<file path="src/rtl/qz_pkg.sv">
`timescale 1ns/1ps
package qz_pkg;
  localparam int LANES   = 2;
  localparam int F_W     = 32;
  localparam int DATA_W  = LANES * F_W;
  localparam int SCALE_W = 6;
  localparam int TYPE_W  = 3;
  localparam logic [F_W-1:0] F_ONE = 32'h3F80_0000;

  // type code: [2]=integer, [1]=signed, [0]=16-bit element
  typedef struct packed {
    logic [TYPE_W-1:0]  typ;
    logic [SCALE_W-1:0] scale;
    logic               pair;
    logic [DATA_W-1:0]  data;
  } qz_beat_t;
endpackage

</file>
<file path="src/rtl/qz_slice.sv">
`timescale 1ns/1ps
module qz_slice #(
  parameter int W = 8
) (
  input  logic         clk,
  input  logic         rst_n,
  input  logic         in_valid,
  output logic         in_ready,
  input  logic [W-1:0] in_data,
  output logic         out_valid,
  input  logic         out_ready,
  output logic [W-1:0] out_data
);
  assign in_ready = !out_valid || out_ready;

  always_ff @(posedge clk) begin
    if (!rst_n) begin
      out_valid <= 1'b0;
      out_data  <= '0;
    end else if (in_ready) begin
      out_valid <= in_valid;
      if (in_valid) out_data <= in_data;
    end
  end


  hold_chk: assert property (@(posedge clk) disable iff (!rst_n)
    out_valid && !out_ready |=> out_valid && $stable(out_data));


  take_chk: assert property (@(posedge clk) disable iff (!rst_n)
    in_valid && in_ready |=> out_valid && out_data == $past(in_data));
endmodule

</file>
<file path="src/rtl/qz_load_lane.sv">
`timescale 1ns/1ps
module qz_load_lane
  import qz_pkg::*;
(
  input  logic [TYPE_W-1:0]  typ,
  input  logic [SCALE_W-1:0] scale,
  input  logic [7:0]         e8,
  input  logic [15:0]        e16,
  input  logic [F_W-1:0]     f32,
  output logic [F_W-1:0]     fp
);
  logic signed [16:0] v;
  logic        neg;
  logic [15:0] mag;
  logic [3:0]  p;
  logic [22:0] frac;
  logic [7:0]  expo;

  always_comb begin
    unique case (typ[1:0])
      2'b00:   v = {9'd0, e8};
      2'b01:   v = {1'b0, e16};
      2'b10:   v = {{9{e8[7]}}, e8};
      default: v = {e16[15], e16};
    endcase
    neg = v[16];
    mag = 16'(neg ? (17'd0 - v) : v);
    p = '0;
    for (int i = 0; i < 16; i++) if (mag[i]) p = 4'(i);
    frac = 23'({8'd0, mag} << (5'd23 - {1'b0, p}));
    expo = 8'(10'd127 + {6'd0, p} - {{(10-SCALE_W){scale[SCALE_W-1]}}, scale});
    if (!typ[2])        fp = f32;
    else if (mag == '0) fp = '0;
    else                fp = {neg, expo, frac};
  end
endmodule

</file>
<file path="src/rtl/qz_store_lane.sv">
`timescale 1ns/1ps
module qz_store_lane
  import qz_pkg::*;
(
  input  logic [TYPE_W-1:0]  typ,
  input  logic [SCALE_W-1:0] scale,
  input  logic [F_W-1:0]     f,
  output logic [15:0]        q
);
  logic        sgn, nan, zero, big;
  logic [7:0]  ex;
  logic signed [10:0] e;
  logic [16:0] mag, pmax, nmax, m;

  always_comb begin
    sgn  = f[31];
    ex   = f[30:23];
    nan  = (ex == 8'hFF) && (f[22:0] != '0);
    e    = $signed({3'b0, ex}) - 11'sd127
         + $signed({{(11-SCALE_W){scale[SCALE_W-1]}}, scale});
    zero = (ex == 8'h00) || nan || e[10];
    big  = !zero && (e[9:4] != '0);
    mag  = '0;
    if (!zero && !big)
      mag = 17'({1'b1, f[22:0]} >> (5'd23 - {1'b0, e[3:0]}));
    unique case (typ[1:0])
      2'b00:   begin pmax = 17'd255;   nmax = 17'd0;     end
      2'b01:   begin pmax = 17'd65535; nmax = 17'd0;     end
      2'b10:   begin pmax = 17'd127;   nmax = 17'd128;   end
      default: begin pmax = 17'd32767; nmax = 17'd32768; end
    endcase
    if (zero)      q = '0;
    else if (!sgn) q = 16'((big || mag > pmax) ? pmax : mag);
    else begin
      m = (big || mag > nmax) ? nmax : mag;
      q = 16'(17'd0 - m);
    end
  end
endmodule

</file>
<file path="src/rtl/qz_quantizer.sv">
`timescale 1ns/1ps
module qz_quantizer
  import qz_pkg::*;
(
  input  logic               clk,
  input  logic               rst_n,
  input  logic [TYPE_W-1:0]  ld_type,
  input  logic [SCALE_W-1:0] ld_scale,
  input  logic [TYPE_W-1:0]  st_type,
  input  logic [SCALE_W-1:0] st_scale,
  input  logic               ld_in_valid,
  output logic               ld_in_ready,
  input  logic               ld_in_pair,
  input  logic [DATA_W-1:0]  ld_in_data,
  output logic               ld_out_valid,
  input  logic               ld_out_ready,
  output logic [DATA_W-1:0]  ld_out_data,
  input  logic               st_in_valid,
  output logic               st_in_ready,
  input  logic               st_in_pair,
  input  logic [DATA_W-1:0]  st_in_data,
  output logic               st_out_valid,
  input  logic               st_out_ready,
  output logic [DATA_W-1:0]  st_out_data
);
  localparam int BW = $bits(qz_beat_t);

  qz_beat_t ld_a, st_a;
  logic ld_a_v, st_a_v, ld_b_rdy, st_b_rdy;
  logic [F_W-1:0] ld_fp [LANES];
  logic [15:0]    st_q  [LANES];
  logic [DATA_W-1:0] ld_pack, st_pack;

  qz_slice #(.W(BW)) u_ld_a (
    .clk, .rst_n,
    .in_valid(ld_in_valid), .in_ready(ld_in_ready),
    .in_data({ld_type, ld_scale, ld_in_pair, ld_in_data}),
    .out_valid(ld_a_v), .out_ready(ld_b_rdy), .out_data(ld_a));

  qz_slice #(.W(BW)) u_st_a (
    .clk, .rst_n,
    .in_valid(st_in_valid), .in_ready(st_in_ready),
    .in_data({st_type, st_scale, st_in_pair, st_in_data}),
    .out_valid(st_a_v), .out_ready(st_b_rdy), .out_data(st_a));

  for (genvar l = 0; l < LANES; l++) begin : g_lane
    qz_load_lane u_ll (
      .typ(ld_a.typ), .scale(ld_a.scale),
      .e8(ld_a.data[8*l +: 8]), .e16(ld_a.data[16*l +: 16]),
      .f32(ld_a.data[F_W*l +: F_W]), .fp(ld_fp[l]));
    qz_store_lane u_sl (
      .typ(st_a.typ), .scale(st_a.scale),
      .f(st_a.data[F_W*l +: F_W]), .q(st_q[l]));
  end

  always_comb begin
    ld_pack = '0;
    st_pack = '0;
    for (int l = 0; l < LANES; l++) begin
      ld_pack[F_W*l +: F_W] = (l == 0 || ld_a.pair) ? ld_fp[l] : F_ONE;
      if (l == 0 || st_a.pair) begin
        if (!st_a.typ[2])     st_pack[F_W*l +: F_W] = st_a.data[F_W*l +: F_W];
        else if (st_a.typ[0]) st_pack[16*l +: 16]   = st_q[l];
        else                  st_pack[8*l +: 8]     = st_q[l][7:0];
      end
    end
  end

  qz_slice #(.W(DATA_W)) u_ld_b (
    .clk, .rst_n,
    .in_valid(ld_a_v), .in_ready(ld_b_rdy), .in_data(ld_pack),
    .out_valid(ld_out_valid), .out_ready(ld_out_ready), .out_data(ld_out_data));

  qz_slice #(.W(DATA_W)) u_st_b (
    .clk, .rst_n,
    .in_valid(st_a_v), .in_ready(st_b_rdy), .in_data(st_pack),
    .out_valid(st_out_valid), .out_ready(st_out_ready), .out_data(st_out_data));


  zero_in_chk: assert property (@(posedge clk) disable iff (!rst_n)
    ld_a_v && ld_a.typ[2] && ld_a.data[15:0] == '0 |-> ld_fp[0] == '0);


  nan_out_chk: assert property (@(posedge clk) disable iff (!rst_n)
    st_a_v && st_a.typ[2] && st_a.data[30:23] == 8'hFF && st_a.data[22:0] != '0
    |-> st_q[0] == '0);


  u8_range_chk: assert property (@(posedge clk) disable iff (!rst_n)
    st_a_v && st_a.typ == 3'b100 |-> st_q[0][15:8] == '0);


  s8_range_chk: assert property (@(posedge clk) disable iff (!rst_n)
    st_a_v && st_a.typ == 3'b110 |-> $countones(st_q[0][15:7]) == 0 ||
                                    $countones(st_q[0][15:7]) == 9);
endmodule

</file>
<file path="config.mk">
export PLATFORM = sky130hd
export DESIGN_NAME = qz_quantizer
export DESIGN_NICKNAME = d
export VERILOG_FILES = /design/src/rtl/qz_pkg.sv /design/src/rtl/qz_slice.sv /design/src/rtl/qz_load_lane.sv /design/src/rtl/qz_store_lane.sv /design/src/rtl/qz_quantizer.sv
export SDC_FILE = /design/constraint.sdc
export NUM_CORES = 1
export LEC_CHECK = 0
export BUFFER_PORTS_ARGS = -buffer_cell sky130_fd_sc_hd__buf_2
export CAP_MARGIN = 20
export CORE_MARGIN = 2
export CORE_UTILIZATION = 64
export DETAILED_ROUTE_END_ITERATION = 16
export GPL_TIMING_DRIVEN = 0
export PLACE_DENSITY = 0.95
export SKIP_CTS_REPAIR_TIMING = 1
export SLEW_MARGIN = 40
export SYNTH_ARGS = -nofsm -noshare
export SYNTH_HDL_FRONTEND = slang
export SYNTH_HIERARCHICAL = 1
export SYNTH_SLANG_ARGS = --single-unit
export TNS_END_PERCENT = 5
</file>
<file path="constraint.sdc">
create_clock -name clk -period 16.7 [get_ports clk]
set_input_delay 0.835 -clock clk [delete_from_list [all_inputs] [get_ports clk]]
set_output_delay 0.835 -clock clk [all_outputs]
set_load 0.05 [all_outputs]
</file>
## Word-level counts from Yosys, hierarchy flattened

Index checks and enable logic that the tools add are counted.

- Add/sub/neg operators: 16
- Shift-type cells: 4
- Equal/unequal tests: 6
- Reduce and logical (&&, ||, !) cells: 41
- Multiplexer cells: 59
- $lt $le $gt $ge: 4

Operators by type and width:

| kind | count |
|---|---|
| $mux W16 | 13 |
| $mux W32 | 6 |
| $pmux W17 S3 | 2 |
| $gt A17 B16 Y1 | 4 |
| $mux W4 | 16 |
| $sub A1 B16 Y16 const A | 4 |
| $mux W56 | 1 |
| $pmux W16 S3 | 1 |
| $shr A24 B5 Y17 | 2 |
| $reduce_bool A23 Y1 | 2 |
| $shl A16 B5 Y23 | 2 |
| $mux W17 | 2 |
| $logic_not A16 Y1 | 2 |
| $pmux W16 S2 | 1 |
| $mux W24 | 1 |
| $mux W3 | 8 |
| $add A9 B6 Y10 | 2 |
| $sub A5 B4 Y5 const A | 4 |
| $sub A8 B7 Y9 const B | 2 |
| $add A7 B4 Y8 const A | 2 |
| $eq A8 B8 Y1 const B | 2 |
| $logic_not A8 Y1 | 2 |
| $mux W8 | 2 |
| $sub A8 B8 Y8 | 2 |
| other kinds (11) | 45 |

- Bits of input ports: 154
- Output and inout bits: 132
- Word-level logic and storage cells: 138
- Flip-flop bits (word level): 280

## Depth between registers and ports, before layout

- Depth after elaboration: 24
- Mapped depth: 32
- Gate-level depth less buffers: 30

## Modules after synthesis

Netlist, hierarchy kept.

By module, submodules not included:

| module | times used | sequential area each (µm²) | cells an instance | area an instance (µm²) |
|---|---|---|---|---|
| qz_slice at u_ld_a ... | 2 | 1501.4 | 326 | 2995.4 |
| qz_slice at u_ld_b ... | 2 | 1301.2 | 282 | 2655.0 |
| qz_load_lane | 2 | 0.0 | 304 | 2164.6 |
| qz_store_lane at g_lane[1].u_sl | 1 | 0.0 | 373 | 2766.4 |
| qz_store_lane at g_lane[0].u_sl | 1 | 0.0 | 381 | 2715.1 |
| qz_quantizer | 1 | 0.0 | 169 | 1118.6 |

## Worst setup path after synthesis

No wires, ideal clock.

- Kind: reg-to-reg
- Start point: reg u_st_a.out_data[23]
- End point: reg u_st_b.out_data[14]
- Arrival: 6.105 ns
- Buffers on the path: 3
- Cell stages (with the launch flop): 29
- Setup time: 0.072 ns
- Path slack: 10.523 ns
- Required time: 16.628 ns
- Clock period less this slack: 6.177 ns
- Cell sequence: dfxtp_1 > ha_1 > nand3_1 > xnor2_1 > ha_1 > clkbuf_1 > or4b_1 > o311a_1 > a2111oi_0 > and4_1 > nand3_2 > clkbuf_1 > nor4_1 > ha_1 > nand2_1 > o2111a_1 > o22ai_1 > or2_1 > buf_2 > or3_1 > ha_1 > inv_1 > nor2_1 > and3_1 > a2111oi_2 > nand2_1 > a31oi_1 > nand2_1 > mux2i_1

RTL lines:

| item | line | text |
|---|---|---|
| start: declaration | qz_slice.sv:12 | `output logic [W-1:0] out_data` |
| start signal: assignment | qz_slice.sv:22 | `if (in_valid) out_data <= in_data;` |
| end signal: assignment | qz_slice.sv:22 |  |
| end: declaration | qz_slice.sv:12 |  |

==> impl_results.md <==
* First-pass GRT wire length at 119000 um
* Synthesized area at 22200 sq um
* Setup TNS at 0 ns
* Largest net degree at the start of global routing at 15
* Switching share of power at 36.4%
* Met3 usage at 8.12%
* Wire length per cell at roughly 22 um
* DR vias at 22900
* Clk sink count at between 200 and 300
* EDFF count, synth at 0
* Post-DR vias/cell at 6.48
* Tcrit/Tclk final at a little under half
* Row count at 68
* Sequential fraction of design power at 32.5%
* Clock transition at path regs at 0.06 ns
* Max FO, Critical Path at 10
* Syn Inst Count at about 2700
* Setup WS post-layout at 8.85 ns
* Top cell by count, worst path: nand2_1
* Cts bufs inserted at 29
* Hold Path Origin: u_st_b/out_data[28]
* Yosys reg bits at 280
* First-pass DRT Iterations at 6
* CTS tree: done
* Die area at between 30000 and 40000 sq um
* Internal at 0.00146 W
* Worst endpoint data arrival time at 8.35 ns
* R2r startpoint: u_st_a/out_data[23]
* Register-to-Register Path Depth at 29
* DP Wirelength at 57600 um
* Power density cells at 90.8 nW/um^2
* Post-synth top area share at 25.2%
* Final Hold Viols at 0
* Ratio of cells with drive above 1 in the final layout at 20.1%
* Clock power share at between 30 and 40%
* Combinational share of power at between 30% and 40%
* VDD IR max at about 110 uV
* DP Area at between 20000 and 25000 sq um
* Post-route ant nets at 0
* Initial antenna violation count at 4
* Number of max-cap violations at 0
* Largest stage delay on the critical path at 0.60 ns
* Actual slew at the worst max-slew pin at 0.877 ns
* Adder-cell share of the synthesized area at under 10%
* Compound-cell area share of the yosys netlist at between 15 and 20%
* Setup CP Type: reg -> reg
* Synth async-reset ratio at 0%
* RSZ-0062 raised after global routing: false
* Gr ovfl total at 0
* Post-synthesis mux area share at around a fifth
* Core ar. at 34400 sq um
* Dpl ws at between 9 and 10 ns
* Final worst path period need at 7.85 ns
* Post-Layout Inst Area at approximately 25000 sq um
* Final Max Tran Viols at 0
* Top cell type by total area after synthesis: dfxtp_1
* Vias in the first global route at 22100
* DRT Wirelength at between 70000 and 80000 um
* Average size of a mapped cell at 8.09 sq um
* Worst path slowest cell: and4_1
* Tot GR Track Use at 41.0%
* Post-synthesis sequential area ratio at between 20% and 30%
* Port Buffers at 284
* Routability cong. at slightly below 1
* Maximum clock insertion buffer count at 3
* Area grow syn2layout at 13.9%
* Net count after synthesis at 2957
* Largest family of logic cells by synthesized area: simple AND/OR/NAND/NOR gates
* Xor/xnor cell area share of the yosys netlist at 2.15%
* Overall die height at 190 um
* Max Clk Rate at about 130 MHz
* Ys flop type: dfxtp_1
* Critical path startpoint category: register
* IO Pins at about 290
* CTS H-tree depth at 1
* Clk_skew at 0.0270 ns
* Largest cells by area after synthesis: dfxtp_1 (25%), mux2i_1 (15%), nand2_1 (12%), ha_1 (2.9%), mux4_2 (2.4%)
* Worst skew pair latency at 0.59 ns
* Grt peak-use layer: met2
* DRC Markers at 0
* Root Driver: clkbuf_16
* Starting Density at 64.7%
* Final setup violation count at 0
* Worst hold slack at 0.451 ns
* Die width at approximately 190 um
* Simple-gate portion of the synthesized area at roughly a quarter
* Psw at 0.000837 W
* Run status: completed
* CP Capture Type: register
* Worst Path Required at 17.20 ns
* Rel. slew slack at 41.3%
* Synth unique cells at 131
* Yosys warns at 6
* Met1 global-route usage at 50.5%
* Hold path depth at 2
* Met2 Resource Use GR at 66.4%
* Leakage at 10.6 nW
* Nets at 3272
* Crit. Startpoint: u_st_a/out_data[23]
* Initial drt markers at 2634
* Hold/Removal Path Class: reg -> reg
## metrics by stage
stage          utilization (%)  instances  total power (W)
2_1_floorplan                -       2747          0.00133
3_3_place_gp              70.5       3486          0.00151
3_5_place_dp              70.5       3486          0.00153
4_1_cts                   73.6       3539          0.00227
5_1_grt                   73.7       3541          0.00238
6_report                  73.7       3541          0.00230
## state kept, by name (all words and copies together), names as in the netlist
register          flops
u_st_a/out_valid      1
u_st_b/out_data      64
u_st_a/out_data      74
u_ld_b/out_valid      1
u_ld_b/out_data      64
u_ld_a/out_valid      1
u_ld_a/out_data      74
u_st_b/out_valid      1
## per-layer routing
layer / vias to the layer above / wire length [um] / share of wire [%]
met4: 6 / 4950 / 6.5
met3: 323 / 7440 / 9.7
li1: 10400 / - / -
met5: - / 76 / 0.099
met1: 10700 / 29500 / 39
met2: 1498 / 34600 / 45
## logic make-up (layout without fill, tap and decap cells)
family / Yosys count / after routing
xor+xnor: 52 / 52
other cells: 0 / 2
mux: 395 / 395
buf+inv: 267 / 604
compound gates: 485 / 485
fa+ha+maj: 56 / 56
flops: 280 / 280
simple gates: 1212 / 1212
## cell type report
cell class / instances / area, sq um
diodes: 2 / 5.00
plain buffers: 179 / 1300
clock buffers: 36 / 792
clock inverters: 17 / 295
fillers: 2500 / 9050
inverters: 88 / 330
multi-input cells: 2200 / 15000
flip-flops and latches: 280 / 5610
well taps: 455 / 569
repair buffers: 284 / 1420
## power by group through the flow
stage                     Sequential (W)  Combinational [W]  Clock [W]
after floorplan                 0.000768           0.000557          0
after global placement          0.000757           0.000755          0
after detailed placement        0.000758           0.000768          0
after CTS                       0.000744           0.000776   0.000752
after global routing            0.000749           0.000855   0.000776
final                           0.000747           0.000803   0.000749
## worst max-delay path: cells and delay by family (launching register included)
family | cells | cell delay [ns]
AO/OA/AOI/OAI | 5 | 0.98
XOR/XNOR | 1 | 0.14
AND/OR/NAND/NOR | 14 | 3.92
flip-flops | 1 | 0.46
buffers and inverters | 5 | 1.16
multiplexers | 1 | 0.17
adder cells (fa/ha/maj) | 3 | 0.95
## worst paths after layout
| path | endpoint | slack [ns] |
|---|---|---|
| worst max-delay path | u_st_b/out_data[12] | 8.85 |
| worst min-delay path | u_st_b/out_data[28] | 0.45 |
| worst max register to register | u_st_b/out_data[12] | 8.85 |
| worst min register to register | u_st_b/out_data[28] | 0.45 |
## placed cells by master, fill, tap and decap left out, drive strengths merged, types with 25 or more instances in the layout
cell type / count
a211oi: 37
a21oi: 99
a31oi: 28
and2: 83
buf: 386
clkbuf: 112
dfxtp: 280
ha: 52
inv: 89
mux2: 27
mux2i: 344
nand2: 700
nand3: 35
nand4: 25
nor2: 124
nor2b: 39
nor3: 51
nor4: 30
o21a: 26
o21ai: 76
xnor2: 28
## synth_stat cells (all sizes together) (12+ instances only)
library cell,count
a211oi,37
a21o,17
a21oi,99
a221oi,16
a31oi,28
and2,83
and3,14
buf,102
clkbuf,76
dfxtp,280
ha,52
inv,88
mux2,27
mux2i,344
mux4,24
nand2,700
nand2b,22
nand3,35
nand3b,12
nand4,25
nor2,124
nor2b,39
nor3,51
nor4,30
nor4b,18
o211ai,22
o21a,26
o21ai,76
o221ai,12
o22ai,21
o2bb2ai,23
or2,14
xnor2,28
xor2,24
Note: power is estimated with default switching activity, not from simulation.
